### src/rtl/blkprot_status.sv
module blkprot_status #(
  parameter int AW         = 9,
  parameter int TWC_CYCLES = 16
) (
  input  logic          clk,
  input  logic          rst_n,
  input  logic          cs_n,
  input  logic          wp_n,
  input  logic          wren_req,
  input  logic          wrdi_req,
  input  logic          wrsr_req,
  input  logic [7:0]    wrsr_data,
  input  logic          wr_req,
  input  logic [AW-1:0] wr_addr,
  output logic [7:0]    status,
  output logic          wr_permit,
  output logic          busy
);
  localparam int CW = (TWC_CYCLES > 1) ? $clog2(TWC_CYCLES) : 1;

  logic          wel, cs_q, wp_lat, bp_pend, last;
  logic [1:0]    bp, bp_next;
  logic [CW-1:0] cnt;
  logic          guarded, ok_base, start;

  always_comb begin
    case (bp)
      2'b00:   guarded = 1'b0;
      2'b01:   guarded = &wr_addr[AW-1 -: 2];
      2'b10:   guarded = wr_addr[AW-1];
      default: guarded = 1'b1;
    endcase
  end

  assign ok_base   = wel & wp_n & ~wp_lat & ~busy;
  assign wr_permit = ok_base & ~guarded;
  assign start     = (wr_req & wr_permit) | (wrsr_req & ok_base);
  assign last      = busy && (cnt == '0);
  assign status    = busy ? 8'hFF : {4'h0, bp, wel, 1'b0};

  always_ff @(posedge clk) begin
    if (!rst_n) begin
      cs_q   <= 1'b1;
      wp_lat <= 1'b0;
    end else begin
      cs_q   <= cs_n;
      wp_lat <= ((cs_q & ~cs_n) ? 1'b0 : wp_lat) | (~cs_n & ~wp_n);
    end
  end

  always_ff @(posedge clk) begin
    if (!rst_n) begin
      busy    <= 1'b0;
      cnt     <= '0;
      wel     <= 1'b0;
      bp      <= 2'b00;
      bp_next <= 2'b00;
      bp_pend <= 1'b0;
    end else if (busy) begin
      if (last) begin
        busy    <= 1'b0;
        wel     <= 1'b0;
        bp_pend <= 1'b0;
        if (bp_pend) bp <= bp_next;
      end else begin
        cnt <= cnt - 1'b1;
      end
    end else if (start) begin
      busy    <= 1'b1;
      cnt     <= CW'(TWC_CYCLES - 1);
      bp_pend <= wrsr_req & ~wr_req;
      bp_next <= wrsr_data[3:2];
    end else if (wrdi_req) begin
      wel <= 1'b0;
    end else if (wren_req && wp_n) begin
      wel <= 1'b1;
    end
  end


  wel_clear_at_end_chk: assert property (@(posedge clk) disable iff (!rst_n)
    $fell(busy) |-> !wel);


  wren_gated_chk: assert property (@(posedge clk) disable iff (!rst_n)
    (wren_req && !wp_n && !wel) |=> !wel);


  wrdi_clears_chk: assert property (@(posedge clk) disable iff (!rst_n)
    (wrdi_req && !busy && !start) |=> !wel);


  guarded_drop_chk: assert property (@(posedge clk) disable iff (!rst_n)
    (wr_req && !wrsr_req && !busy && guarded) |=> !busy);


  bp_hold_chk: assert property (@(posedge clk) disable iff (!rst_n)
    (busy && !last) |=> $stable(bp));


  busy_reads_ones_chk: assert property (@(posedge clk) disable iff (!rst_n)
    busy |-> (status == 8'hFF));
endmodule

### config.mk
export PLATFORM = sky130hd
export DESIGN_NAME = blkprot_status
export DESIGN_NICKNAME = d
export VERILOG_FILES = /design/src/rtl/blkprot_status.sv
export SDC_FILE = /design/constraint.sdc
export NUM_CORES = 1
export LEC_CHECK = 0
export ABC_AREA = 0
export BUFFER_PORTS_ARGS = -buffer_cell sky130_fd_sc_hd__clkbuf_2
export CAP_MARGIN = 10
export CORE_UTILIZATION = 44
export CTS_CLUSTER_DIAMETER = 60
export DETAILED_ROUTE_END_ITERATION = 8
export GPL_TIMING_DRIVEN = 0
export PLACE_DENSITY = 0.77
export SLEW_MARGIN = 20
export SYNTH_ARGS = -nofsm -noshare
export SYNTH_HDL_FRONTEND = slang
export SYNTH_SLANG_ARGS = --single-unit
### constraint.sdc
create_clock -name clk -period 1.7 [get_ports clk]
set_input_delay 0.34 -clock clk [delete_from_list [all_inputs] [get_ports clk]]
set_output_delay 0.34 -clock clk [all_outputs]
set_load 0.02 [all_outputs]
== After elaboration in Yosys (flattened, before gate mapping) ==
Index checks and enable logic that the tools add are counted.
Storage, ports and cells
  register bits after elaboration: 13
  output and inout port bits: 10
Operators by class
  $add $sub $neg: 1
  eq/ne operators: 5
  muxes and demuxes: 16
  bitwise gates (word level): 17
  reduce and logical (&&, ||, !) cells: 12
Operators with widths (count)
  4-bit 2-to-1 mux: 3
  1-bit 2-to-1 mux: 11
  1-bit bitwise AND: 9
  8-bit 2-to-1 mux: 1
  2-bit AND reduction: 4
  1-bit inverter: 6
  3-bit AND reduction: 2
  4-bit zero test: 1
  2-bit inequality test (second input constant): 2
  4-bit by 1-bit subtractor with 4-bit output (second input constant): 1
  1-bit case mux with 3 select lines: 1
  3-bit nonzero test: 1
  2-bit by 1-bit == test with 1-bit output (second input constant): 1
  2-bit == test (second input constant): 1
  1-bit logical AND: 2
  2-bit zero test: 1
  2-bit by 1-bit inequality test with 1-bit output (second input constant): 1
  1-bit OR: 2
  2-bit nonzero test: 1

== Longest topological paths before layout ==
Gate-level depths: netlist (run 1).
  word-level depth: 8
  depth in mapped cells: 6
  depth with buffers taken out: 6

== Least setup slack after synthesis (run 1) ==
No wires, ideal clock.
  path type: register -> register
  start point: reg busy
  end point: reg cnt[3]
  arrival: 1.414 ns
  data required time: 1.585 ns
  slack: 0.172 ns
  cell stages (with the launch flop): 6
  path buffers: 1
  period minus slack after synthesis: 1.528 ns
  path through: dfxtp_1 > buf_6 > inv_1 > nor4_1 > mux2_2 > o21a_1
Between the ends
  cells in the longest elaborated chain, start to end: 7
  elaborated cells on any way between the ends: 11
  those cells by class: eq/ne (1); mux (1); bitwise (6); reduce/logical (3)
RTL lines
  start: declaration: line 17  | output logic busy
  start signal: assignment: line 53  | busy <= 1'b0;
  start signal: assignment: line 61  | busy <= 1'b0;
  start signal: assignment: line 69  | busy <= 1'b1;
  1-bit inverter (no line)
  1-bit bitwise AND: line 35  | assign ok_base = wel & wp_n & ~wp_lat & ~busy;
  1-bit bitwise AND: line 36  | assign wr_permit = ok_base & ~guarded;
  1-bit bitwise AND: line 37  | assign start = (wr_req & wr_permit) | (wrsr_req & ok_base);
  1-bit OR: line 37
  2-bit nonzero test (no line)
  2-bit AND reduction (no line)
  end signal: assignment: line 66  | cnt <= cnt - 1'b1;
  end signal: assignment: line 70  | cnt <= CW'(TWC_CYCLES - 1);
  end: declaration: line 23  | logic [CW-1:0] cnt;
Several ways; a longest one is shown, not always the timed one.
A chain may end at the register's enable or synchronous reset.

== Worst setup path in the final report (run 1) ==
  start point: reg busy
  end point: out wr_permit
Between the ends
  cells in the longest elaborated chain, start to end: 3
RTL lines
  1-bit inverter (no line)
  1-bit bitwise AND: line 35
  1-bit bitwise AND: line 36
  end: declaration: line 16  | output logic wr_permit,
No other way between the ends.

==> results of run 1 <==
state kept, by name, summed over array words and instances (netlist names):
signal   cells
cnt          4
bp           2
bp_next      2
bp_pend      1
busy         1
cs_q         1
wel          1
wp_lat       1
kinds of logic (layout without fill, tap and decap cells):
group                      Yosys count  after routing  share of synthesized area (%)
AOI/OAI and AO/OA                   17             17                           19.4
adders and majority gates            2              2                           3.53
and+or+nand+nor                     31             31                           25.8
DFF                                 13             13                           36.7
buffers and inverters               12             39                           10.1
muxes                                3              3                           4.42
critical path: stages, from the launching register on:
cell      delay, ns
dfxtp_4        0.35
buf_6          0.13
and4bb_1       0.28
and3_4         0.20
buf_8          0.11
layer usage:
metal	GRT usage (%)	up-vias
li1	-	321
met1	18.3	298
met2	30.6	18
met3	3.88	5
met4	9.38	0
met5	0	-
layout make-up:
cell class              instances  area [sq um]  share of cell area [%]
multi-input cells              53           380                    42.6
flip-flops and latches         13           264                    29.6
repair buffers                 23           130                    14.6
plain buffers                   7          52.6                    5.89
clock buffers                   4          26.3                    2.95
well taps                      16          20.0                    2.24
inverters                       5          18.8                    2.10
cells in the final DEF (no fill, tap or decap), drive strengths merged:
cell type	synthesis	layout
nor2	4	4
ha	2	2
mux2	1	1
nand2	12	12
o21ai	4	4
o21a	4	4
o311a	1	1
dfxtp	13	13
a21oi	1	1
a31oi	1	1
and4bb	2	2
o32ai	1	1
buf	6	9
o221a	1	1
inv	5	5
a21boi	3	3
mux2i	2	2
nand2b	2	2
and3	1	1
o31a	1	1
nand3	5	5
nor4	1	1
clkbuf	1	25
or2	3	3
and2	1	1
worst min-delay path by stage:
stage | from | end | slack (ns)
floorplan | rst_n | cs_q$_SDFF_PN1_ | 0.41
global placement | bp_next[1]$_SDFFE_PN0P_ | bp_next[1]$_SDFFE_PN0P_ | 0.44
detailed placement | bp_next[1]$_SDFFE_PN0P_ | bp_next[1]$_SDFFE_PN0P_ | 0.46
CTS | cs_n | cs_q$_SDFF_PN1_ | 0.27
global route | cs_n | cs_q$_SDFF_PN1_ | 0.27
finish | cs_n | cs_q$_SDFF_PN1_ | 0.27
where the power goes:
| part | switching [mW] | internal [mW] |
|---|---|---|
| clock | 0.0983 | 0.0910 |
| combinational | 0.0357 | 0.0333 |
| sequential | 0.00419 | 0.310 |
| total | 0.138 | 0.434 |
repair_timing:
item	in CTS	in global routing
resized for setup	3	2
buffers inserted	2	0
pin swaps	1	1
endpoints found under the setup margin	1	1
metrics by stage:
step,power (mW),TNS (ns),worst slack (ns)
6_report,0.572,0,0.0212
5_1_grt,0.602,-0.0173,-0.0173
4_1_cts,0.580,0,0.0139
3_5_place_dp,0.388,0,0.226
3_3_place_gp,0.386,0,0.232
2_1_floorplan,0.360,0,0.172
==> impl_metrics.csv, run 1 <==
group,metric,value,unit
global_route,grt_pass1_wl,2.28,mm
cells_and_area,layout-drive-gt1-share,41.0,%
worst_setup_path,worstPathArrival,1.34,ns
clock_tree,root_buffer,"clkbuf_4",
floorplan,die_h,42.1,um
clock_tree,tritoncts,"done",
placement,place.gp.congestion,0.742,
detailed_routing,wl,1.43,mm
timing,relSlewSlack,72.9,%
worst_setup_path,r2r_end,"cnt[1]$_SDFFE_PN0P_",
global_route,grt_usage,17.1,%
cells_and_area,final_nets,133,
worst_setup_path,start_kind,"flop",
floorplan,rows,14,
detailed_routing,drtAntennaViolNets,0,
timing,setup_viol,0,
detailed_routing,wl_met1,610,um
synth,synth_cell_types,31,
cells_and_area,insertedDiodeCount,0,
synth,ys_warn_count,0,
synth,synthDominantCellAreaShare,36.7,%
synth,synth_fp_nets,105,
clock_tree,htreeDepth,1,
synth,netlist_area,708,sq um
synth,yosysMostFrequentCell,"dfxtp_1",
detailed_routing,drt_iter0_drc,12,
detailed_routing,vias_per_cell,5.31,
detailed_routing,first_pass_iters,4,
timing,fin_crit_sh,98.8,%
cells_and_area,stdcell_area,892,sq um
worst_setup_path,rr_worst_depth,6,
placement,dpl-instance-area,833,sq um
synth,synth.area.top_cells,"dfxtp_1 (37%), nand2_1 (6.4%), buf_4 (5.3%)",
detailed_routing,wl_met2,720,um
worst_setup_path,crit_type,"flop to primary output",
global_route,grt_max_degree,11,
timing,drv_slew,0,
floorplan,core-area,1510,sq um
timing,worst_pin_slew,0.406,ns
floorplan,die_area,1770,sq um
worst_setup_path,required,1.36,ns
cells_and_area,layout.cells.non_filler,121,
detailed_routing,vias,642,
synth,syn_avg_cell_area,9.08,sq um
worst_setup_path,cp_max_fo,10,
clock_tree,worstSkewPairLatency,0.28,ns
floorplan,die_w,42.1,um
worst_setup_path,rr_startpoint,"busy$_SDFF_PN0_",
min_path,holdPathStages,2,
synth,ys_seq_area_share,36.7,%
worst_setup_path,critPathCapture,"wr_permit",
synth,yosysTopAreaCell,"dfxtp_1",
clock_tree,cts_made_buffers,3,
synth,synthTopCellsByCount,"dfxtp_1 (13), nand2_1 (12), buf_4 (5)",
outcome,status,"finished clean",
cells_and_area,fillers,134,
synth,synth-edff-count,0,
clock_tree,clock-sinks,13,
clock_tree,clk_pin_slew,0.08,ns
detailed_routing,highest-signal-layer,"met4",
worst_setup_path,cp-startpoint,"busy$_SDFF_PN0_",
timing,final-hold-violation-count,0,
min_path,hp-class,"input port to flop",
synth,async_flop_share,0,%
pwr,power.leakage,0.411,nW
cells_and_area,final_util,59.2,%
placement,portBuffers,21,
clock_tree,cts_buffer_depth,2,
floorplan,io_pins,35,
detailed_routing,drc_errors,0,
floorplan,start_util,47.0,%
synth,ys_ff_latch,13,
worst_setup_path,reg2reg_slack,0.29,ns
timing,skew,0.00232,ns
synth,ys.flop_type,"dfxtp_1",
synth,netlist_instances,78,
flow_run,drv_cap,0,
placement,hpwlAfterDp,1.04,mm
pwr,power_density,642,nW/um^2
global_route,grt_pass1_vias,571,
timing,max_freq,596,MHz
global_route,grt-ovfl-total,0,
worst_setup_path,end_kind,"primary output",
clock_tree,cts_hold_buf,0,
detailed_routing,wl_met3,68,um
timing,hold_ws,0.272,ns
global_route,antenna_found_initial,0,
detailed_routing,post_drt_wl_per_cell,11.9,um
pwr,peakVddDrop,316,uV
timing,fin_crit,1.68,ns
placement,dp.cells,115,
cells_and_area,areaGrowthSynthToFinish,26.0,%
(Power assumes the default switching activity.)
==> run 2, diff against run 1 <==
Settings changed: GPL_TIMING_DRIVEN 0 to unset, RECOVER_POWER set to 25.
==> run 2 against run 1 <==
Net effect:
- non-clock buffer count is 8 lower
- sequential power barely moved
- highest routed layer is now met3
- clock power hardly changed
- clock skew increased by 0.0014 ns
- sequential share of layout area is 2.4 points higher
- worst setup slack better by 0.081 ns
- register-to-register slack barely moved
- global-route usage is 2.3 points lower
==> impl_metrics.csv, run 2 (synthesis gave the netlist of run 1 again) <==
group,metric,value,unit
floorplan,rows,14,
timing,fin_crit_sh,94.0,%
floorplan,core-area,1510,sq um
worst_setup_path,required,1.36,ns
timing,fin_crit,1.60,ns
pwr,power_density,695,nW/um^2
timing,final-hold-violation-count,0,
clock_tree,tritoncts,"done",
timing,skew,0.00375,ns
timing,relSlewSlack,58.2,%
timing,worst_pin_slew,0.627,ns
cells_and_area,insertedDiodeCount,0,
detailed_routing,drtAntennaViolNets,0,
worst_setup_path,cp_max_fo,7,
cells_and_area,layout.cells.non_filler,113,
clock_tree,clock-sinks,13,
placement,place.gp.congestion,0.734,
worst_setup_path,reg2reg_slack,0.28,ns
detailed_routing,drt_iter0_drc,10,
cells_and_area,final_cell_mix,"clkbuf_2 (20), dfxtp_1 (13), nand2_1 (12)",
global_route,grt_pass1_vias,516,
detailed_routing,wl,1.21,mm
worst_setup_path,r2r_end,"wel$_SDFFE_PN0P_",
cells_and_area,final_common_cell,"clkbuf_2",
worst_setup_path,crit_type,"flop to primary output",
clock_tree,htreeDepth,1,
clock_tree,clk_pin_slew,0.08,ns
worst_setup_path,rr_worst_depth,6,
outcome,status,"finished clean",
pwr,peakVddDrop,309,uV
cells_and_area,layout-drive-gt1-share,35.1,%
cells_and_area,largest_reg_flops,4,
worst_setup_path,worstPathArrival,1.26,ns
floorplan,io_pins,35,
pwr,power,565,uW
worst_setup_path,crit_slowest_cell,"dfxtp_1",
global_route,grt_pass1_wl,2.09,mm
timing,setup_viol,0,
timing,rsz0062_at_grt,"false",
clock_tree,cts_buffer_depth,2,
clock_tree,cts_hold_buf,0,
cells_and_area,final_nets,125,
floorplan,start_util,47.0,%
detailed_routing,drc_errors,0,
global_route,grt_usage,14.7,%
flow_run,drv_cap,0,
floorplan,die_w,42.1,um
worst_setup_path,end_kind,"primary output",
cells_and_area,largest_registers,"cnt: 4 flops, bp: 2 flops, bp_next: 2 flops",
clock_tree,cts.repair.resized,0,
timing,drv_slew,0,
worst_setup_path,critical-path-max-stage-delay,0.36,ns
worst_setup_path,worstPathCellList,"and4bb_1, and3_2, clkbuf_2",
timing,max_freq,626,MHz
cells_and_area,areaGrowthSynthToFinish,14.8,%
global_route,grt-ovfl-total,0,
floorplan,die_h,42.1,um
floorplan,die_area,1770,sq um
timing,tns,0,ns
worst_setup_path,start_kind,"flop",
clock_tree,cts_made_buffers,3,
clock_tree,postCtsSetupBuffers,0,
worst_setup_path,cp-startpoint,"busy$_SDFF_PN0_",
global_route,grt_max_degree,17,
global_route,antenna_found_initial,0,
worst_setup_path,rr_startpoint,"cnt[0]$_SDFFE_PN0P_",
pwr,power.leakage,0.365,nW
detailed_routing,first_pass_iters,4,
cells_and_area,fillers,140,
placement,dp.cells,109,
detailed_routing,vias,583,
placement,portBuffers,21,
min_path,hp-class,"input port to flop",
detailed_routing,vias_per_cell,5.16,
cells_and_area,top_register,"cnt",
clock_tree,worstSkewPairLatency,0.27,ns
clock_tree,root_buffer,"clkbuf_4",
worst_setup_path,critPathCapture,"wr_permit",
detailed_routing,post_drt_wl_per_cell,10.7,um
run 2: changes by cell type in the layout (fill, tap and decap cells not counted):
cell,previous run,this run
and2_1,1,0
buf_6,1,0
and3_2,0,1
dfxtp_1,12,13
and3_4,1,0
and2_0,0,1
dfxtp_4,1,0
buf_4,7,1
buf_8,1,0
run 2: layer usage:
metal  track usage (%)  up-vias  wire length [um]
li1                  -      302                 -
met1              19.1      266               538
met2              24.4       15               610
met3              2.59        0                62
met4              5.63        0                 0
met5                 0        -                 0
run 2: where the power goes:
| group | switching, mW | leakage [nW] | internal [mW] |
|---|---|---|---|
| Sequential | 0.00450 | 0.105 | 0.311 |
| Clock | 0.0984 | 0.0150 | 0.0907 |
| Combinational | 0.0324 | 0.245 | 0.0282 |
| Total | 0.135 | 0.365 | 0.430 |
run 2: final cells by class:
class | count | area [sq um] | share of cell area (%)
timing repair buffer | 22 | 111 | 13.7
clock buffer | 4 | 26.3 | 3.23
sequential | 13 | 260 | 32.0
tap | 16 | 20.0 | 2.46
multi-input combinational | 53 | 377 | 46.3
inverter | 5 | 18.8 | 2.31
run 2: worst max-delay path: cells and delay by family, from the launching register on:
kind / cells / cell delay (ns)
buffers and inverters: 1 / 0.16
flip-flops: 1 / 0.36
AND/OR/NAND/NOR: 2 / 0.48
run 2: stage by stage:
step           utilization, %  setup slack, ns  hold WS [ns]  area (sq um)
2_1_floorplan               -            0.172         0.413           708
3_3_place_gp             52.3            0.332         0.444           788
3_5_place_dp             52.3            0.299         0.454           788
4_1_cts                  54.1           0.0937         0.277           815
5_1_grt                  54.0           0.0291         0.293           813
6_report                 54.0            0.102         0.277           813
run 2: worst min path at each step:
| stage | slack (ns) | cells after the start | to | startpoint |
|---|---|---|---|---|
| after floorplan | 0.41 | 1 | cs_q$_SDFF_PN1_ | rst_n |
| after global placement | 0.44 | 2 | bp_next[1]$_SDFFE_PN0P_ | bp_next[1]$_SDFFE_PN0P_ |
| after detailed placement | 0.45 | 2 | bp_next[1]$_SDFFE_PN0P_ | bp_next[1]$_SDFFE_PN0P_ |
| after CTS | 0.28 | 2 | cs_q$_SDFF_PN1_ | cs_n |
| after global routing | 0.29 | 3 | bp_next[0]$_SDFFE_PN0P_ | wrsr_data[2] |
| final | 0.28 | 2 | cs_q$_SDFF_PN1_ | cs_n |
==> run 3, diff against run 2 <==
Settings changed: CORE_UTILIZATION 44 to 35, PLACE_DENSITY 0.77 to 0.64, TNS_END_PERCENT set to 30.
==> run 3 against run 2 <==
Net effect:
- non-clock buffer count unchanged
- total power increased by 0.59%
- clock skew increased by 0.0018 ns
- worst hold slack improved by 0.0027 ns
- sequential power about the same
- critical path type unchanged
==> impl_metrics.csv, run 3 (synthesis gave the netlist of run 1 again) <==
group,metric,value,unit
cells_and_area,largest_reg_flops,4,
pwr,power.leakage,0.357,nW
detailed_routing,drtAntennaViolNets,0,
floorplan,die_area,2210,sq um
detailed_routing,post_drt_wl_per_cell,10.9,um
clock_tree,root_buffer,"clkbuf_4",
outcome,status,"finished clean",
detailed_routing,vias_per_cell,4.73,
cells_and_area,final_nets,125,
global_route,grt_max_degree,17,
clock_tree,cts_made_buffers,3,
detailed_routing,drt_iter0_drc,7,
clock_tree,cts.repair.resized,0,
timing,rsz0062_at_grt,"false",
floorplan,io_pins,35,
floorplan,rows,15,
flow_run,drv_cap,0,
worst_setup_path,required,1.36,ns
worst_setup_path,reg2reg_slack,0.25,ns
global_route,grt_pass1_wl,2.09,mm
placement,portBuffers,21,
timing,fin_crit_sh,92.1,%
min_path,hp-class,"input port to flop",
clock_tree,cts_buffer_depth,2,
timing,worst_pin_slew,0.648,ns
clock_tree,postCtsSetupBuffers,0,
pwr,p_sw,139,uW
cells_and_area,largest_registers,"cnt: 4 flops, bp: 2 flops, bp_next: 2 flops",
clock_tree,worstSkewPairLatency,0.27,ns
pwr,clockPowerShare,34.0,%
worst_setup_path,worstPathArrival,1.23,ns
cells_and_area,final_common_cell,"clkbuf_2",
pwr,peakVddDrop,504,uV
detailed_routing,first_pass_iters,2,
pwr,power,569,uW
detailed_routing,drc_errors,0,
global_route,grt_pass1_vias,462,
cells_and_area,final_cell_mix,"clkbuf_2 (20), dfxtp_1 (13), nand2_1 (12)",
placement,place.gp.congestion,0.655,
timing,skew,0.00553,ns
timing,tns,0,ns
worst_setup_path,critical-path-max-stage-delay,0.34,ns
timing,drv_slew,0,
worst_setup_path,cp_num_buf_inv,1,
worst_setup_path,cp_max_fo,4,
worst_setup_path,start_kind,"flop",
clock_tree,tritoncts,"done",
worst_setup_path,crit_type,"flop to primary output",
timing,setup_viol,0,
floorplan,core-area,1800,sq um
worst_setup_path,worst_path_dominant_cell_family,"flip-flops",
worst_setup_path,end_kind,"primary output",
global_route,antenna_found_initial,0,
pwr,internal_power,430,uW
cells_and_area,layout-drive-gt1-share,35.1,%
pwr,power_density,702,nW/um^2
timing,fin_crit,1.57,ns
worst_setup_path,crit_slowest_cell,"dfxtp_1",
worst_setup_path,worstPathCellList,"o21ai_1, and3_2, clkbuf_2",
floorplan,die_w,47.0,um
pwr,power_frac_seq,55.5,%
global_route,grt-ovfl-total,0,
global_route,grt_usage,14.1,%
timing,max_freq,639,MHz
cells_and_area,insertedDiodeCount,0,
timing,final-hold-violation-count,0,
pwr,swShare,24.4,%
detailed_routing,vias,577,
placement,hpwlAfterDp,1.01,mm
detailed_routing,wl,1.33,mm
clock_tree,htreeDepth,1,
timing,relSlewSlack,56.8,%
pwr,p_comb_share,10.4,%
clock_tree,clock-sinks,13,
floorplan,die_h,47.0,um
cells_and_area,areaGrowthSynthToFinish,14.5,%
cells_and_area,top_register,"cnt",
floorplan,start_util,39.3,%
clock_tree,cts_hold_buf,0,
clock_tree,clk_pin_slew,0.08,ns
[run 3: power groups by stage]
stage,registers [mW],logic (mW),clock network (mW)
after floorplan,0.322,0.0383,0
after global placement,0.323,0.0607,0
after detailed placement,0.323,0.0622,0
after CTS,0.316,0.0627,0.199
after global routing,0.317,0.0660,0.209
final,0.316,0.0594,0.194
[run 3: final timing paths]
path / startpoint / to / cells past startpoint
setup / recovery: bp[0]$_SDFFE_PN0P_ / wr_permit / 3
hold / removal: cs_n / cs_q$_SDFF_PN1_ / 2
setup reg to reg: cnt[0]$_SDFFE_PN0P_ / wel$_SDFFE_PN0P_ / 6
hold reg to reg: bp_next[1]$_SDFFE_PN0P_ / bp_next[1]$_SDFFE_PN0P_ / 2
[run 3: through the flow]
step / setup WS [ns] / cells / util, % / hold slack, ns / instance area (sq um)
finish: 0.134 / 122 / 45.0 / 0.280 / 811
global route: 0.0580 / 122 / 45.0 / 0.287 / 811
CTS: 0.112 / 122 / 45.8 / 0.271 / 826
detailed placement: 0.278 / 118 / 44.4 / 0.456 / 800
global placement: 0.302 / 118 / 44.4 / 0.445 / 800
floorplan: 0.172 / 78 / - / 0.413 / 708
[run 3: layout make-up]
type | count | area, sq um
Sequential cell | 13 | 260
Tap cell | 25 | 31.3
Multi-Input combinational cell | 53 | 363
Fill cell | 187 | 991
Timing Repair Buffer | 22 | 111
Clock buffer | 4 | 26.3
Inverter | 5 | 18.8
[run 3: layer usage]
layer  track usage (%)  share of wire (%)
met1              19.3                 53
met5                 0                  0
met2              19.7                 42
met3              2.31                4.1
met4              10.3               0.75
[run 3: worst reg2reg max path, cell delays in order (launching register included)]
cell and delay, ns:
dfxtp_1 0.39, inv_1 0.08, ha_1 0.23, nand2b_1 0.10
o21a_1 0.23, nor2_1 0.09, o221a_1 0.24
